### src/rtl/div_pkg.sv
package div_pkg;

    typedef enum logic [1:0] {
        ST_IDLE = 2'd0,
        ST_RUN  = 2'd1,
        ST_DONE = 2'd2
    } div_state_t;

endpackage

### src/rtl/div_step.sv
// One restoring step: shift the pair left, subtract the divisor when it fits.
module div_step #(
    parameter int W = 16
) (
    input  logic [W-1:0] t_in,
    input  logic [W-1:0] n_in,
    input  logic [W-1:0] d_in,
    output logic [W-1:0] t_out,
    output logic [W-1:0] n_out
);
    logic [W:0] part;
    logic [W:0] diff;
    logic       fits;

    always_comb begin
        part  = {t_in, n_in[W-1]};
        fits  = (part >= {1'b0, d_in});
        diff  = part - {1'b0, d_in};
        t_out = fits ? diff[W-1:0] : part[W-1:0];
        n_out = {n_in[W-2:0], fits};
    end
endmodule

### src/rtl/div_guard.sv
// Detects a quotient that cannot fit in W bits (includes divide by zero).
module div_guard #(
    parameter int W = 16
) (
    input  logic [W-1:0] hi_half,
    input  logic [W-1:0] dvsr,
    output logic         no_fit
);
    always_comb begin
        no_fit = (dvsr == '0) || (dvsr <= hi_half);
    end
endmodule

### src/rtl/div_ctr.sv
// Step counter: flags the final step of a run.
module div_ctr #(
    parameter int W = 16
) (
    input  logic clk,
    input  logic rst_n,
    input  logic clr,
    input  logic en,
    output logic last
);
    localparam int CW = $clog2(W) + 1;

    logic [CW-1:0] cnt;

    always_ff @(posedge clk or negedge rst_n) begin
        if (!rst_n) begin
            cnt <= '0;
        end else if (clr) begin
            cnt <= '0;
        end else if (en) begin
            cnt <= cnt + 1'b1;
        end
    end

    assign last = (cnt == CW'(W - 1));
endmodule

### src/rtl/shlsub_divider.sv
module shlsub_divider
    import div_pkg::*;
#(
    parameter int W = 16
) (
    input  logic           clk,
    input  logic           rst_n,
    input  logic           start,
    input  logic [2*W-1:0] dividend,
    input  logic [W-1:0]   divisor,
    output logic           busy,
    output logic           done,
    output logic           overflow,
    output logic [W-1:0]   remainder,
    output logic [W-1:0]   quotient
);
    localparam int DW = 2 * W;

    div_state_t     state, state_nx;
    logic [W-1:0]   t_q, n_q, d_q;
    logic [W-1:0]   t_nx, n_nx;
    logic           ovf_q;
    logic           no_fit;
    logic           accept;
    logic           last_step;

    assign accept = start && (state == ST_IDLE);

    div_guard #(.W(W)) u_guard (
        .hi_half (dividend[DW-1:W]),
        .dvsr    (divisor),
        .no_fit  (no_fit)
    );

    div_step #(.W(W)) u_step (
        .t_in  (t_q),
        .n_in  (n_q),
        .d_in  (d_q),
        .t_out (t_nx),
        .n_out (n_nx)
    );

    div_ctr #(.W(W)) u_ctr (
        .clk   (clk),
        .rst_n (rst_n),
        .clr   (accept),
        .en    (state == ST_RUN),
        .last  (last_step)
    );

    // State register
    always_ff @(posedge clk or negedge rst_n) begin
        if (!rst_n) begin
            state <= ST_IDLE;
        end else begin
            state <= state_nx;
        end
    end

    // Next-state logic
    always_comb begin
        state_nx = state;
        unique case (state)
            ST_IDLE: if (accept) state_nx = no_fit ? ST_DONE : ST_RUN;
            ST_RUN:  if (last_step) state_nx = ST_DONE;
            ST_DONE: state_nx = ST_IDLE;
            default: state_nx = ST_IDLE;
        endcase
    end

    // Outputs decoded from state
    always_comb begin
        busy = 1'b0;
        done = 1'b0;
        unique case (state)
            ST_IDLE: ;
            ST_RUN:  busy = 1'b1;
            ST_DONE: begin
                busy = 1'b1;
                done = 1'b1;
            end
            default: ;
        endcase
    end

    // Datapath registers
    always_ff @(posedge clk or negedge rst_n) begin
        if (!rst_n) begin
            t_q   <= '0;
            n_q   <= '0;
            d_q   <= '0;
            ovf_q <= 1'b0;
        end else if (accept) begin
            d_q   <= divisor;
            ovf_q <= no_fit;
            if (no_fit) begin
                t_q <= '1;
                n_q <= '1;
            end else begin
                t_q <= dividend[DW-1:W];
                n_q <= dividend[W-1:0];
            end
        end else if (state == ST_RUN) begin
            t_q <= t_nx;
            n_q <= n_nx;
        end
    end

    assign remainder = t_q;
    assign quotient  = n_q;
    assign overflow  = ovf_q;
endmodule

### config.mk
export PLATFORM = sky130hd
export DESIGN_NAME = shlsub_divider
export DESIGN_NICKNAME = d
export VERILOG_FILES = /design/src/rtl/div_pkg.sv /design/src/rtl/div_step.sv /design/src/rtl/div_guard.sv /design/src/rtl/div_ctr.sv /design/src/rtl/shlsub_divider.sv
export SDC_FILE = /design/constraint.sdc
export NUM_CORES = 1
export LEC_CHECK = 0
export ABC_AREA = 1
export BUFFER_PORTS_ARGS = -buffer_cell sky130_fd_sc_hd__clkbuf_2
export CAP_MARGIN = 20
export CORE_ASPECT_RATIO = 1.2
export CORE_UTILIZATION = 57
export DETAILED_ROUTE_END_ITERATION = 12
export GPL_TIMING_DRIVEN = 0
export PLACE_DENSITY = 0.84
export SYNTH_ARGS = -nofsm -noshare
export SYNTH_HDL_FRONTEND = slang
export SYNTH_SLANG_ARGS = --single-unit
### constraint.sdc
create_clock -name clk -period 2.5 [get_ports clk]
set_clock_uncertainty 0.15 [all_clocks]
set_input_delay 0.25 -clock clk [delete_from_list [all_inputs] [get_ports clk]]
set_output_delay 0.25 -clock clk [all_outputs]
set_load 0.1 [all_outputs]
-- Word level (Yosys, flattened, before mapping)
Cells that the tools add are included.
- bits in registers: 56
- input bits: 51
- output and inout bits: 35
- word-level logic and storage cells: 37
- add/sub/neg operators: 2
- order comparisons: 2
- eq/ne operators: 5
- muxes and demuxes: 15
- reductions and logical operators: 7
- operators with widths (operator ; number):
    $mux W16 ; 7
    $ge A17 B16 Y1 ; 1
    $le A16 B16 Y1 ; 1
    $logic_not A16 Y1 ; 1
    $sub A16 B16 Y16 ; 1
    $mux W5 ; 2
    $mux W2 ; 3
    $add A5 B1 Y5 const B ; 1
    $eq A5 B4 Y1 const B ; 1
    $ne A2 B2 Y1 const B ; 2
    $pmux W2 S2 ; 1
    $eq A2 B1 Y1 const B ; 1
    $eq A2 B2 Y1 const B ; 1
    $logic_not A2 Y1 ; 1
    $mux W1 ; 2
    $reduce_and A2 Y1 ; 1
    $reduce_bool A2 Y1 ; 1
    $reduce_or A2 Y1 ; 1
    $logic_and A1 B1 Y1 ; 1
    $logic_or A1 B1 Y1 ; 1

-- Depth between registers and ports, before layout
Gate-level depths: netlist of run 1.
- word-level depth: 5
- gate-level depth with buffers: 16
- mapped depth without buffers: 16

-- By module
From an unflattened synthesis of run 1, not the netlist that was laid out.
- cells, all modules: 772
- area total of the unflattened synthesis: 4827.1 sq um
- by module, submodules not included (module ; times used ; cells each ; area each (sq um) ; sequential area each (sq um)):
    shlsub_divider ; 1 ; 368 ; 2578.7 ; 1276.2
    div_step ; 1 ; 285 ; 1475.2 ; 0.0
    div_guard ; 1 ; 88 ; 509.2 ; 0.0
    div_ctr ; 1 ; 31 ; 264.0 ; 125.1

-- Worst setup path after synthesis of run 1
No wires, ideal clock.
- kind: reg-to-reg
- start point: register n_q[15] (netlist: quotient[15])
- end point: register t_q[8] (netlist: remainder[8])
- setup time: 0.120 ns
- data arrival time: 2.374 ns
- data required time: 2.230 ns
- slack: -0.144 ns
- stages on the path, launching flop included: 12
- buffers on the path: 0
- clock period less this slack: 2.644 ns
- cells stage by stage: dfrtp_1 -> inv_1 -> ha_1 -> fa_1 -> o21bai_1 -> nand2_1 -> nand3_1 -> nand2_1 -> nand2_1 -> nand3_1 -> nand2_1 -> nand2_1
- cells in the longest elaborated chain, start to end: 4
- elaborated cells between the ends (all ways): 5
- classes of those cells: 1 x add/sub; 1 x order compare; 3 x mux
- RTL lines (element ; RTL line ; text):
    from (decl) ; shlsub_divider.sv:20 ; logic [W-1:0] t_q, n_q, d_q;
    from (signal assigned) ; shlsub_divider.sv:101 ; n_q <= dividend[W-1:0];
    from (signal assigned) ; shlsub_divider.sv:105 ; n_q <= n_nx;
    $sub A16 B16 Y16 or $ge A17 B16 Y1 (tied branches) ; div_step.sv:18, div_step.sv:17 ;
    $mux W16 * ; div_step.sv:19 ; t_out = fits ? diff[W-1:0] : part[W-1:0];
    $mux W16 * ; shlsub_divider.sv:103 ; end else if (state == ST_RUN) begin
    $mux W16 * ; shlsub_divider.sv:93 ; end else if (accept) begin
    to (signal assigned) ; shlsub_divider.sv:100 ; t_q <= dividend[DW-1:W];
    to (signal assigned) ; shlsub_divider.sv:104 ; t_q <= t_nx;
    to (decl) ; shlsub_divider.sv:20 ;
Mark *: on every way between the ends. The rest lies on a longest branch, timed or not. The select of a mux whose other input is x is not followed.
A chain may end at the register's enable or synchronous reset.

-- Final worst setup path of run 1
- start point: register t_q[13] (netlist: remainder[13])
- end point: register t_q[9] (netlist: remainder[9])
- cells in the longest elaborated chain, start to end: 4
- RTL lines (element ; RTL line ; text):
    $ge A17 B16 Y1 ; div_step.sv:17 ; fits = (part >= {1'b0, d_in});
    $mux W16 ; div_step.sv:19 ;
    $mux W16 ; shlsub_divider.sv:103 ;
    $mux W16 ; shlsub_divider.sv:93 ;
No other way between the ends. The select of a mux whose other input is x is not followed.

==> impl_metrics.csv, run 1 <==
group,metric,value,unit
status,status,"completed",
finish,fin_nets,839,
floorplan,num_io_pins,86,
synthesis,yosysTopAreaCellShare,0.311,
synthesis,synth_nets,745,
clock_tree,cts.sinks,56,
route,first_iter_violations,283,
finish,drive_above_1_share,0.209,
synthesis,ys_types,39,
route,routed_via_density,5.39,
synthesis,synth_ff_type,"dfrtp_1",
clock_tree,cts_max_path_buffers,2,
finish,fillCellCount,655,
timing,worstMarginPinSlew,0.874,ns
timing,finalMaxSlewViolations,0,
worst_setup_path,crit_type,"reg -> reg",
synthesis,yosysMostFrequentCell,"nand2_1",
synthesis,synthTopCellsByArea,"dfrtp_1 (31%), nand2_1 (14%), inv_1 (10%)",
timing,finalCritPeriodShare,0.926,
grt,grt_start_max_net_pins,34,
synthesis,synth_top_family_by_area,"simple AND/OR/NAND/NOR gates",
floorplan,die_area,8260,um^2
grt,overflow,0,
worst_setup_path,critical_path_arrival,2.37,ns
worst_setup_path,endpoint_kind,"flip-flop",
route,drcViolationCount,0,
worst_setup_path,worstSetupStartpointType,"flip-flop",
timing,timing.final.hold_violations,0,
floorplan,start_util,0.587,
timing,slew_headroom,0.417,
clock_tree,cts_tree,"done",
flow_run,drv_cap,0,
timing,rsz0062_at_grt,"no",
synthesis,ys_seq_area_frac,0.311,
timing,setup_viol,0,
synthesis,yosys_warnings,0,
route,wl,12.3,mm
finish,syn2layout_area_growth,15.6,%
finish,diodes,0,
clock_tree,clockRootBuffer,"clkbuf_8",
route,final_antenna_net_count,0,
clock_tree,cts_buffers,5,
grt,grt_usage,0.304,
place,port_buffers,85,
timing,fin_crit,2.32,ns
synthesis,syn-mean-instance-area,6.86,um^2
floorplan,num_rows,35,
clock_tree,insertion_delay,0.31,ns
synthesis,synth.area.mux_share,0,
worst_setup_path,cp.required,2.55,ns
synthesis,synth_common_cells,"nand2_1 (170), inv_1 (125), o21ai_0 (66), dfrtp_1 (56), nand3_1 (46)",
synthesis,ys_seq_elements,56,
worst_setup_path,crit_fanout,10,
finish,multiInputGateArea,2500,um^2
synthesis,synth-xor-area-share,0.0156,
route,drt_first_pass_iters,5,
clock_tree,clk_pin_slew,0.09,ns
timing,max_freq,0.432,GHz
synthesis,synth_compound_area_frac,0.125,
clock_tree,cts_max_level,2,
floorplan,die_h,99.3,um
synthesis,syn_area,4500,um^2
synthesis,async_reset_ff_frac,1.00,
worst_hold_path,hold_path_class,"in -> reg",
grt,grt_pass1_vias,4589,
synthesis,synth_edf_count,0,
floorplan,die_w,83.1,um
synthesis,synthAdderAreaFrac,0.107,
grt,antenna_found_initial,0,
synthesis,synthSimpleGateAreaFrac,0.307,
grt,grt_pass1_wl,20.3,mm
synthesis,synthCells,656,
finish,final-seq-area,1420,um^2
place,routabilityCongestion,0.892,
route,wl_per_cell,14.6,um
synthesis,yosysTopAreaCell,"dfrtp_1",
floorplan,core_area,7660,um^2
route,vias,4540,
timing,tns,0,ns
place,dp_hpwl,10.1,mm
-- cells in the final DEF, fill, tap and decap left out, types with 2 or more instances in the layout --
cell type	count
o22ai_1	6
nand3_2	4
a21oi_1	23
nand4_1	8
o21bai_1	2
nor3_1	8
nand2_1	169
dfrtp_1	43
clkbuf_2	85
dfrtp_2	13
o21ai_0	66
or2_2	16
nand3b_1	2
nand2_2	9
nor2_2	4
inv_1	125
nor3_2	2
nor2_1	25
xnor2_1	4
ha_1	37
buf_2	4
nand2_4	2
xor2_1	4
nand3_1	46
o21ai_1	4
o21a_1	2
inv_2	3
clkbuf_8	8
clkbuf_1	12
-- worst max-delay path, stage by stage (launching register included) --
cell,delay [ns]
dfrtp_2,0.45
ha_1,0.40
a21oi_1,0.24
o21a_1,0.14
nand2_1,0.06
nor2_2,0.22
nand2_4,0.14
buf_8,0.18
nand2_4,0.06
nand3_2,0.05
nand2_1,0.07
nand2_1,0.05
-- registers in the layout, indices dropped and copies added (netlist names) --
signal	cells
overflow	1
state	2
d_q	16
quotient	16
u_ctr.cnt	5
remainder	16
-- cell families (layout without fill, tap and decap cells) --
| kind of cell | Yosys count | in the layout |
|---|---|---|
| DFF | 56 | 56 |
| buffers and inverters | 147 | 242 |
| AOI/OAI and AO/OA | 107 | 107 |
| and+or+nand+nor | 300 | 300 |
| adders and majority gates | 38 | 38 |
| xor gates and xnor gates | 8 | 8 |
-- final timing paths --
path                          startpoint            to  slack (ns)  depth (start not counted)
setup / recovery           remainder[13]  remainder[9]        0.18                         11
hold / removal               dividend[0]   quotient[0]        0.06                          3
min in group asynchronous          rst_n   quotient[6]        0.44                          2
setup reg to reg           remainder[13]  remainder[9]        0.18                         11
max in group asynchronous          rst_n  remainder[3]        1.14                          3
hold reg to reg                 overflow      overflow        0.34                          2
-- per-stage QoR --
| stage | area (um^2) | hold slack (ns) | utilization | cells | setup slack (ns) |
|---|---|---|---|---|---|
| floorplan | 4520 | -0.196 | - | 656 | 0.00873 |
| global placement | 5060 | 0.314 | 0.660 | 833 | 0.219 |
| detailed placement | 5080 | 0.264 | 0.664 | 834 | 0.140 |
| CTS | 5200 | 0.0576 | 0.679 | 843 | 0.133 |
| global route | 5200 | 0.0768 | 0.679 | 843 | 0.0470 |
| finish | 5200 | 0.0584 | 0.679 | 843 | 0.184 |
-- cell type report --
type                    instances  share of cell area
multi-input cells             453               0.480
flip-flops and latches         56               0.272
inverters                     128              0.0923
repair buffers                 87              0.0890
plain buffers                  19              0.0233
well taps                      92              0.0221
clock buffers                   7              0.0147
clock inverters                 1             0.00577
-- layer usage --
metal	wire length, um	global-route usage	up-vias
li1	-	-	2267
met1	4910	0.337	2098
met3	618	0.0365	31
met2	6370	0.581	144
met5	0	0	-
met4	370	0.134	0
-- timing repair --
item                       4_1_cts  5_1_grt
hold endpoints to repair        32        0
hold buffers                     1        0
setup endpoints to repair        0        8
gates resized for setup          0        1
setup buffers                    0        0
Power of run 1 is left out: the tool's default activity adds up to more than one toggle a clock period on the data nets, which glitch-free logic cannot reach.
==> run 2: changes to the inputs <==
CELL_PAD_IN_SITES_DETAIL_PLACEMENT = 1   (was not set)
CELL_PAD_IN_SITES_GLOBAL_PLACEMENT = 1   (was not set)
CORE_UTILIZATION = 40   (was 57)
PLACE_DENSITY = 0.83   (was 0.84)
==> impl_metrics.csv, run 2 (same netlist as run 1, synthesis figures left out) <==
group,metric,value,unit
worst_hold_path,hold_path_class,"in -> reg",
grt,antenna_found_initial,0,
floorplan,die_h,118,um
timing,setup_viol,0,
worst_hold_path,min_path_cells,3,
worst_setup_path,crit_chain,"inv_1 -> ha_1 -> nand2_1 -> nor2_2 -> nand3_1 -> nand3_2 -> nand3_4 -> nand2_4 -> buf_8 -> nand2_1 -> nand3_1 -> nand3_1",
clock_tree,cts_tree,"done",
flow_run,drv_cap,0,
worst_setup_path,crit_path_max_incr_delay,0.38,ns
worst_hold_path,hp-start,"dividend[0]",
worst_setup_path,worstSetupStartpointType,"flip-flop",
worst_hold_path,hold_path_end,"quotient[0]",
finish,drive_above_1_share,0.209,
route,vias,4540,
place,dp_hpwl,11.8,mm
grt,grt_pass1_wl,23.8,mm
clock_tree,cts_max_level,2,
grt,grt_usage,0.256,
worst_setup_path,crit_type,"reg -> reg",
timing,finalCritPeriodShare,0.923,
timing,timing.final.hold_violations,0,
worst_setup_path,r2r_cells,12,
clock_tree,cts.sinks,56,
worst_setup_path,regToRegEndpoint,"remainder[5]",
finish,syn2layout_area_growth,17.2,%
timing,max_freq,0.433,GHz
clock_tree,clockRootBuffer,"clkbuf_16",
floorplan,die_w,98.8,um
worst_setup_path,critical_path_arrival,2.32,ns
timing,rsz0062_at_grt,"no",
status,status,"completed",
place,placed_area,5110,um^2
finish,final_cell_area,5270,um^2
clock_tree,clk_pin_slew,0.07,ns
timing,worstMarginPinSlew,0.796,ns
floorplan,num_io_pins,86,
route,first_iter_violations,186,
worst_setup_path,slowest_stage,"dfrtp_1",
clock_tree,cts_buffers,5,
floorplan,core_area,11000,um^2
worst_setup_path,cpMostUsedCell,"nand3_1",
route,final_antenna_net_count,0,
finish,diodes,0,
grt,grt_start_max_net_pins,57,
timing,tns,0,ns
route,drt_first_pass_iters,4,
route,routed_via_density,5.15,
clock_tree,insertion_delay,0.30,ns
finish,fin_nets,838,
finish,final_cell_mix,"nand2_1 (169), inv_1 (125), clkbuf_2 (84)",
route,wl,14.1,mm
floorplan,num_rows,42,
timing,hold_slack,0.0573,ns
worst_setup_path,r2r_slack,0.19,ns
floorplan,start_util,0.410,
clock_tree,cts_max_path_buffers,2,
grt,overflow,0,
timing,finalMaxSlewViolations,0,
clock_tree,post-cts-setup-buffers,0,
place,routabilityCongestion,0.850,
worst_setup_path,crit_family,"simple AND/OR/NAND/NOR gates",
route,wl_per_cell,16.0,um
worst_setup_path,endpoint_kind,"flip-flop",
finish,final_common_cell,"nand2_1",
timing,fin_crit,2.31,ns
timing,slew_headroom,0.469,
worst_setup_path,cp.required,2.51,ns
place,port_buffers,85,
finish,utilization,0.480,
grt,grt_pass1_vias,4983,
route,drcViolationCount,0,
worst_setup_path,r2r_start,"d_q[8]",
worst_setup_path,crit_fanout,10,
worst_setup_path,path_buf_inv,2,
floorplan,die_area,11700,um^2
## run 2: cell count changes in the layout (fill, tap and decap cells not counted), sizes merged
cell / delta
buf: -1
clkinvlp: +1
bufinv: -1
## run 2: timing repair
action	in CTS	in global routing
endpoints found under the setup margin	0	19
endpoints found under the hold margin	56	0
resized for setup	0	1
hold buffers	1	0
## run 2: layout make-up
type,count,area [um^2]
clock inverters,1,7.51
fillers,1488,5710
flip-flops and latches,56,1420
multi-input cells,453,2500
inverters,128,480
well taps,132,165
clock buffers,7,143
repair buffers,86,438
plain buffers,19,121
## run 2: per-layer routing
layer  track usage  share of wire  wire (um)
met1         0.277           0.40       5680
met2         0.492           0.53       7500
met3        0.0390          0.038        538
met4        0.0933          0.029        413
met5             0              0          0
## run 2: how the worst max path moves through the flow
stage / startpoint / endpoint / slack, ns / cells after the start
floorplan: remainder[1] / remainder[9] / 0.009 / 14
global placement: state[0] / remainder[9] / 0.18 / 11
detailed placement: state[0] / quotient[10] / 0.14 / 8
CTS: state[0] / remainder[5] / 0.08 / 8
global route: remainder[8] / remainder[6] / 0.03 / 11
finish: d_q[8] / remainder[5] / 0.19 / 12
## run 2: metrics by stage
stage	worst slack [ns]	cells
2_1_floorplan	0.00873	656
3_3_place_gp	0.182	873
3_5_place_dp	0.143	873
4_1_cts	0.0848	882
5_1_grt	0.0338	882
6_report	0.192	882
## run 2: worst reg2reg max path: stages (launching register included)
cell,delay (ns)
dfrtp_1,0.38
inv_1,0.10
ha_1,0.36
nand2_1,0.12
nor2_2,0.15
nand3_1,0.16
nand3_2,0.15
nand3_4,0.10
nand2_4,0.14
buf_8,0.17
nand2_1,0.07
nand3_1,0.07
nand3_1,0.08
Power of run 2 is left out for the same reason.
